File: src/rtl/tmr_pkg.sv
package tmr_pkg;
  localparam int RUN_BIT  = 0;
  localparam int IEN_BIT  = 1;
  localparam int FLAG_BIT = 2;

  typedef enum logic {
    SRC_INTERNAL = 1'b0,
    SRC_EXTERNAL = 1'b1
  } tick_src_e;
endpackage

File: src/rtl/tmr_tick_sel.sv
module tmr_tick_sel
  import tmr_pkg::*;
#(
  parameter int INT_DIV = 1
) (
  input  logic      clk,
  input  logic      rst_n,
  input  logic      ext_pin,
  input  tick_src_e src,
  output logic      tick
);
  logic [2:0] sync_q;
  logic       ext_rise;
  logic       int_tick;

  always_ff @(posedge clk or negedge rst_n) begin
    if (!rst_n) sync_q <= '0;
    else        sync_q <= {sync_q[1:0], ext_pin};
  end

  assign ext_rise = sync_q[1] & ~sync_q[2];

  generate
    if (INT_DIV <= 1) begin : g_nodiv
      assign int_tick = 1'b1;
    end else begin : g_div
      localparam int DIV_W = $clog2(INT_DIV);
      localparam logic [DIV_W-1:0] DIV_LAST = DIV_W'(INT_DIV - 1);
      logic [DIV_W-1:0] div_q;
      always_ff @(posedge clk or negedge rst_n) begin
        if (!rst_n)                div_q <= '0;
        else if (div_q == DIV_LAST) div_q <= '0;
        else                       div_q <= div_q + 1'b1;
      end
      assign int_tick = (div_q == DIV_LAST);
    end
  endgenerate

  assign tick = (src == SRC_EXTERNAL) ? ext_rise : int_tick;

  p_single_edge_r10: assert property (@(posedge clk) disable iff (!rst_n)
    ext_rise |=> !ext_rise);
endmodule

File: src/rtl/tmr_count_core.sv
module tmr_count_core #(
  parameter int WIDTH = 8
) (
  input  logic             clk,
  input  logic             rst_n,
  input  logic             run,
  input  logic             start,
  input  logic             tick,
  input  logic             flag_clr,
  input  logic [WIDTH-1:0] reload,
  output logic [WIDTH-1:0] count,
  output logic             flag,
  output logic             expire
);
  logic [WIDTH-1:0] cnt_q;
  logic             flag_q;
  logic             step;

  assign step   = run && tick && !start;
  assign expire = step && (cnt_q == '0);

  always_ff @(posedge clk or negedge rst_n) begin
    if (!rst_n)       cnt_q <= '0;
    else if (start)   cnt_q <= reload;
    else if (expire)  cnt_q <= reload;
    else if (step)    cnt_q <= cnt_q - 1'b1;
  end

  always_ff @(posedge clk or negedge rst_n) begin
    if (!rst_n)        flag_q <= 1'b0;
    else if (expire)   flag_q <= 1'b1;
    else if (flag_clr) flag_q <= 1'b0;
  end

  assign count = cnt_q;
  assign flag  = flag_q;

  p_start_load_r3: assert property (@(posedge clk) disable iff (!rst_n)
    start |=> (cnt_q == $past(reload)));
  p_step_down_r4: assert property (@(posedge clk) disable iff (!rst_n)
    (run && tick && !start && cnt_q != '0) |=> (cnt_q == $past(cnt_q) - 1'b1));
  p_reload_r5: assert property (@(posedge clk) disable iff (!rst_n)
    expire |=> (cnt_q == $past(reload)));
  p_hold_r7: assert property (@(posedge clk) disable iff (!rst_n)
    (!run && !start) |=> $stable(cnt_q));
  p_flag_wins_r9: assert property (@(posedge clk) disable iff (!rst_n)
    expire |=> flag_q);
endmodule

File: src/rtl/tmr_reload_timer.sv
module tmr_reload_timer
  import tmr_pkg::*;
#(
  parameter int WIDTH     = 8,
  parameter int ADDR_W    = 3,
  parameter int CTRL_ADDR = 0,
  parameter int LOAD_ADDR = 4,
  parameter int INT_DIV   = 1
) (
  input  logic              clk,
  input  logic              rst_n,
  input  logic              ext_clk_pin,
  input  logic              src_sel,
  input  logic              reg_we,
  input  logic [ADDR_W-1:0] reg_addr,
  input  logic [WIDTH-1:0]  reg_wdata,
  output logic [WIDTH-1:0]  reg_rdata,
  output logic              irq
);
  localparam logic [ADDR_W-1:0] CTRL_A = ADDR_W'(CTRL_ADDR);
  localparam logic [ADDR_W-1:0] LOAD_A = ADDR_W'(LOAD_ADDR);

  logic             run_q, ien_q;
  logic [WIDTH-1:0] buf_q;
  logic             ctrl_wr, load_wr, start, flag_clr;
  logic             tick, flag, expire;
  logic [WIDTH-1:0] count;
  logic [WIDTH-1:0] ctrl_view;

  assign ctrl_wr  = reg_we && (reg_addr == CTRL_A);
  assign load_wr  = reg_we && (reg_addr == LOAD_A);
  assign start    = ctrl_wr && reg_wdata[RUN_BIT] && !run_q;
  assign flag_clr = ctrl_wr && !reg_wdata[FLAG_BIT];

  always_ff @(posedge clk or negedge rst_n) begin
    if (!rst_n) begin
      run_q <= 1'b0;
      ien_q <= 1'b0;
      buf_q <= '0;
    end else begin
      if (ctrl_wr) begin
        run_q <= reg_wdata[RUN_BIT];
        ien_q <= reg_wdata[IEN_BIT];
      end
      if (load_wr) buf_q <= reg_wdata;
    end
  end

  tmr_tick_sel #(.INT_DIV(INT_DIV)) u_tick (
    .clk     (clk),
    .rst_n   (rst_n),
    .ext_pin (ext_clk_pin),
    .src     (tick_src_e'(src_sel)),
    .tick    (tick)
  );

  tmr_count_core #(.WIDTH(WIDTH)) u_core (
    .clk      (clk),
    .rst_n    (rst_n),
    .run      (run_q),
    .start    (start),
    .tick     (tick),
    .flag_clr (flag_clr),
    .reload   (buf_q),
    .count    (count),
    .flag     (flag),
    .expire   (expire)
  );

  always_comb begin
    ctrl_view           = '0;
    ctrl_view[RUN_BIT]  = run_q;
    ctrl_view[IEN_BIT]  = ien_q;
    ctrl_view[FLAG_BIT] = flag;
  end

  always_comb begin
    if (reg_addr == CTRL_A)      reg_rdata = ctrl_view;
    else if (reg_addr == LOAD_A) reg_rdata = count;
    else                         reg_rdata = '0;
  end

  assign irq = flag && ien_q;

  p_irq_raise_r8: assert property (@(posedge clk) disable iff (!rst_n)
    (expire && ien_q && !(ctrl_wr && !reg_wdata[IEN_BIT])) |=> irq);
  p_irq_gated_r8: assert property (@(posedge clk) disable iff (!rst_n)
    (ctrl_wr && !reg_wdata[IEN_BIT]) |=> !irq);
endmodule

File: config.mk
export PLATFORM = sky130hd
export DESIGN_NAME = tmr_reload_timer
export DESIGN_NICKNAME = d
export VERILOG_FILES = /design/src/rtl/tmr_pkg.sv /design/src/rtl/tmr_tick_sel.sv /design/src/rtl/tmr_count_core.sv /design/src/rtl/tmr_reload_timer.sv
export SDC_FILE = /design/constraint.sdc
export NUM_CORES = 1
export LEC_CHECK = 0
export CAP_MARGIN = 5
export CORE_ASPECT_RATIO = 1.25
export CORE_MARGIN = 2
export CORE_UTILIZATION = 50
export CTS_CLUSTER_SIZE = 28
export DETAILED_ROUTE_END_ITERATION = 6
export HOLD_SLACK_MARGIN = 0.15
export MAX_ROUTING_LAYER = met4
export PLACE_DENSITY = 0.78
export REMOVE_ABC_BUFFERS = 1
export SYNTH_ARGS = -nofsm -noshare
export SYNTH_HDL_FRONTEND = slang
export SYNTH_SLANG_ARGS = --single-unit
File: constraint.sdc
create_clock -name clk -period 3 [get_ports clk]
set_clock_uncertainty 0.2 [all_clocks]
set_input_delay 0.6 -clock clk [delete_from_list [all_inputs] [get_ports clk]]
set_output_delay 0.6 -clock clk [all_outputs]
set_load 0.01 [all_outputs]
==> reports/summary.txt <==
Run status: finished, final reports clean
Initial Util: 0.536
Period utilization: 0.967
R2R depth: 6
Period minus WS final: 2.90 ns
Max-Cap Viols: 0
Final hold vios: 0
Fill cells: 176
Hold Path Class: register to register
Final setup vio count: 0
CTS Buf Count: 3
Layout cells sized above 1: 0.151
Remaining antenna violation count: 0
CP max FO: 6
Measured slew at the worst slew-check pin: 0.438 ns
Ant diodes: 0
Worst R2R Setup Slack: 0.50 ns
Sum Neg Setup Slack: 0 ns
Initial DRC Count: 30
Crit Path Class: input pin to primary output
Startpoint Class: input pin
#FFs+latches synth: 22
Clk slew on worst S/H paths: 0.12 ns
GRT Util Overall: 0.250
Vias in the first global route: 1136
DP Cell Count: 174
Core area: 0.00226 mm^2
Lkg Pwr: 0.642 nW
Hold Crit Start: u_tick.sync_q[0]
Reg-to-Reg Start: u_core.count[0]
Total gr overflow: 0
Die area: 0.00283 mm^2
Number of distinct library cells after synthesis: 40
IO Pins: 25
Hpwl dp: 2.24 mm
Slew headroom: 0.708
Routed len/inst: 16.8 um
Nets: 165
Final weighted congestion in routability-driven placement: 0.933
Global-route wire length before repair: 4.88 mm
Avg Cell Area, Syn: 10.4 um^2
Cell Area, Synth: 0.00121 mm^2
Final Max Tran Viols: 0
DP Area: 0.00152 mm^2
Vias/cell: 6.17
Final WL: 2.98 mm
First-pass iteration count of the detailed router: 4
Residual DRC: 0
CP Data Arrival Time: 2.10 ns
Worst-case clock buffer depth: 2
Design area: 0.00154 mm^2
Die Span Y: 59 um
Cell Pwr Density: 619 mW/mm^2
Unrepaired setup endpoints after global routing: no
CTS tree: built
Mapped Cells: 116
WHS Endpoint: u_tick.sync_q[1]
Initial antenna violation count: 0
Seq/Total Area, Yosys: 0.455
CTS root buffer: clkbuf_4
Yosys warning total: 0
Via count: 1092
Port Buffer Count: 24
Area grow syn2layout: 27.5%
Critical Path RT: 2.20 ns
Fin cells: 177
Die Wd: 48 um
Fmax: 0.345 GHz
WHS Path Cells: 0
Clock H-tree levels: 1
Clk_lat worst skew: 0.31 ns
Reg2reg end: u_core.count[7]
Largest net degree at the start of global routing: 23
Sink Count: 22
Crit. End Element: primary output
Maximum vdd drop: 0.000537 V
FP Rows: 19
## flip-flops by register name, summed over array words and instances (netlist names)
register	flops
buf_q	8
u_core.count	8
u_tick.sync_q	3
ien_q	1
run_q	1
u_core.flag	1
## cell families (layout without fill, tap and decap cells)
family	after synthesis	after routing	share of synthesized area
and+or+nand+nor	44	44	0.208
AOI/OAI and AO/OA	29	29	0.193
DFF	22	22	0.455
muxes	12	12	0.108
buffers and inverters	8	38	0.0259
adders and majority gates	1	1	0.0103
## what timing repair did
action | CTS | global route
hold buffers | 0 | 0
setup buffers | 0 | 0
resized for setup | 1 | 0
setup endpoints to repair | 2 | 0
## area by class of cell
class | count | area (um^2) | share of cell area
inverter | 5 | 18.8 | 0.0122
sequential | 22 | 551 | 0.357
multi-input combinational | 86 | 628 | 0.407
timing repair buffer | 30 | 284 | 0.184
clock buffer | 3 | 22.5 | 0.0146
tap | 31 | 38.8 | 0.0251
## metrics by stage
| stage | worst slack [ns] | util | hold slack [ns] | total power, mW |
|---|---|---|---|---|
| 6_report | 0.0975 | 0.683 | 0.170 | 0.955 |
| 5_1_grt | 0.0229 | 0.683 | 0.181 | 1.02 |
| 4_1_cts | 0.109 | 0.683 | 0.172 | 0.951 |
| 3_5_place_dp | -0.0339 | 0.674 | 0.145 | 0.817 |
| 3_3_place_gp | 0.103 | 0.674 | 0.131 | 0.799 |
| 2_1_floorplan | 0.794 | - | 0.104 | 0.684 |
## worst max-delay path, cell delays in order
cell and delay [ns]:
clkdlybuf4s50_1 0.42, nor2_1 0.31, and3_1 0.23, clkdlybuf4s50_1 0.54
## where the power goes
part           leakage [nW]  switching (mW)  internal, mW
registers             0.262          0.0938         0.387
clock network        0.0138          0.0901        0.0471
logic                 0.366           0.167         0.170
total                 0.642           0.351         0.604
## cells in the final DEF, fill, tap and decap left out, types with 2 or more instances in the layout
master | netlist | layout
clkdlybuf4s50_1 | 0 | 23
dfrtp_1 | 22 | 22
nand2_1 | 10 | 10
mux2_2 | 8 | 8
and3_1 | 6 | 6
nor3_1 | 6 | 6
buf_4 | 0 | 6
inv_1 | 5 | 5
a21oi_1 | 5 | 5
mux2i_1 | 4 | 4
o21ai_0 | 4 | 4
nor2_1 | 3 | 3
and2_1 | 3 | 3
nand2b_1 | 3 | 3
o22ai_1 | 3 | 3
clkbuf_4 | 0 | 3
or4_1 | 2 | 2
a2111o_1 | 2 | 2
or3_1 | 2 | 2
o211ai_1 | 2 | 2
nor4_1 | 2 | 2
a211oi_1 | 2 | 2
## cell usage after synthesis, drive strengths merged
master | n | area (um^2)
ha | 1 | 12.5
nor3 | 6 | 30.0
mux2 | 8 | 90.1
o211ai | 2 | 15.0
a211o | 1 | 8.76
and3 | 6 | 37.5
nor4 | 2 | 12.5
dfrtp | 22 | 551
o22ai | 3 | 18.8
a2bb2oi | 1 | 8.76
nand4 | 1 | 6.26
a2111o | 2 | 22.5
nor2b | 1 | 6.26
a22oi | 2 | 20.0
clkbuf | 2 | 7.51
nand3 | 1 | 5.00
a2111oi | 1 | 27.5
o32ai | 1 | 8.76
o21ai | 4 | 20.0
a21oi | 5 | 25.0
or4b | 1 | 10.0
buf | 1 | 5.00
mux2i | 4 | 40.0
a21o | 1 | 7.51
inv | 5 | 18.8
a211oi | 2 | 15.0
a311oi | 1 | 8.76
o221a | 1 | 11.3
or3b | 1 | 8.76
or3 | 2 | 12.5
nand2b | 3 | 18.8
and2 | 3 | 18.8
o211a | 1 | 10.0
nor2 | 4 | 17.5
a31oi | 1 | 6.26
nand2 | 10 | 37.5
nor4b | 1 | 15.0
or4 | 2 | 15.0
## per-layer routing
| layer | track usage | vias up | share of wire | routed length (um) |
|---|---|---|---|---|
| li1 | - | 502 | - | - |
| met1 | 0.301 | 526 | 0.40 | 1180 |
| met2 | 0.398 | 56 | 0.52 | 1540 |
| met3 | 0.0427 | 8 | 0.065 | 193 |
| met4 | 0.112 | 0 | 0.021 | 63 |
| met5 | - | - | 0 | 0 |
## how the worst max path moves through the flow
stage                 from              end  slack [ns]  cells after the start
5_1_grt        reg_addr[1]     reg_rdata[5]        0.02                      4
3_3_place_gp   reg_addr[2]     reg_rdata[1]        0.10                      4
3_5_place_dp   reg_addr[2]     reg_rdata[2]       -0.03                      4
4_1_cts        reg_addr[1]     reg_rdata[4]        0.11                      4
6_report       reg_addr[1]     reg_rdata[6]         0.1                      4
2_1_floorplan  reg_addr[1]  u_core.count[3]        0.79                      4
Note: power is estimated with default switching activity, not from simulation.
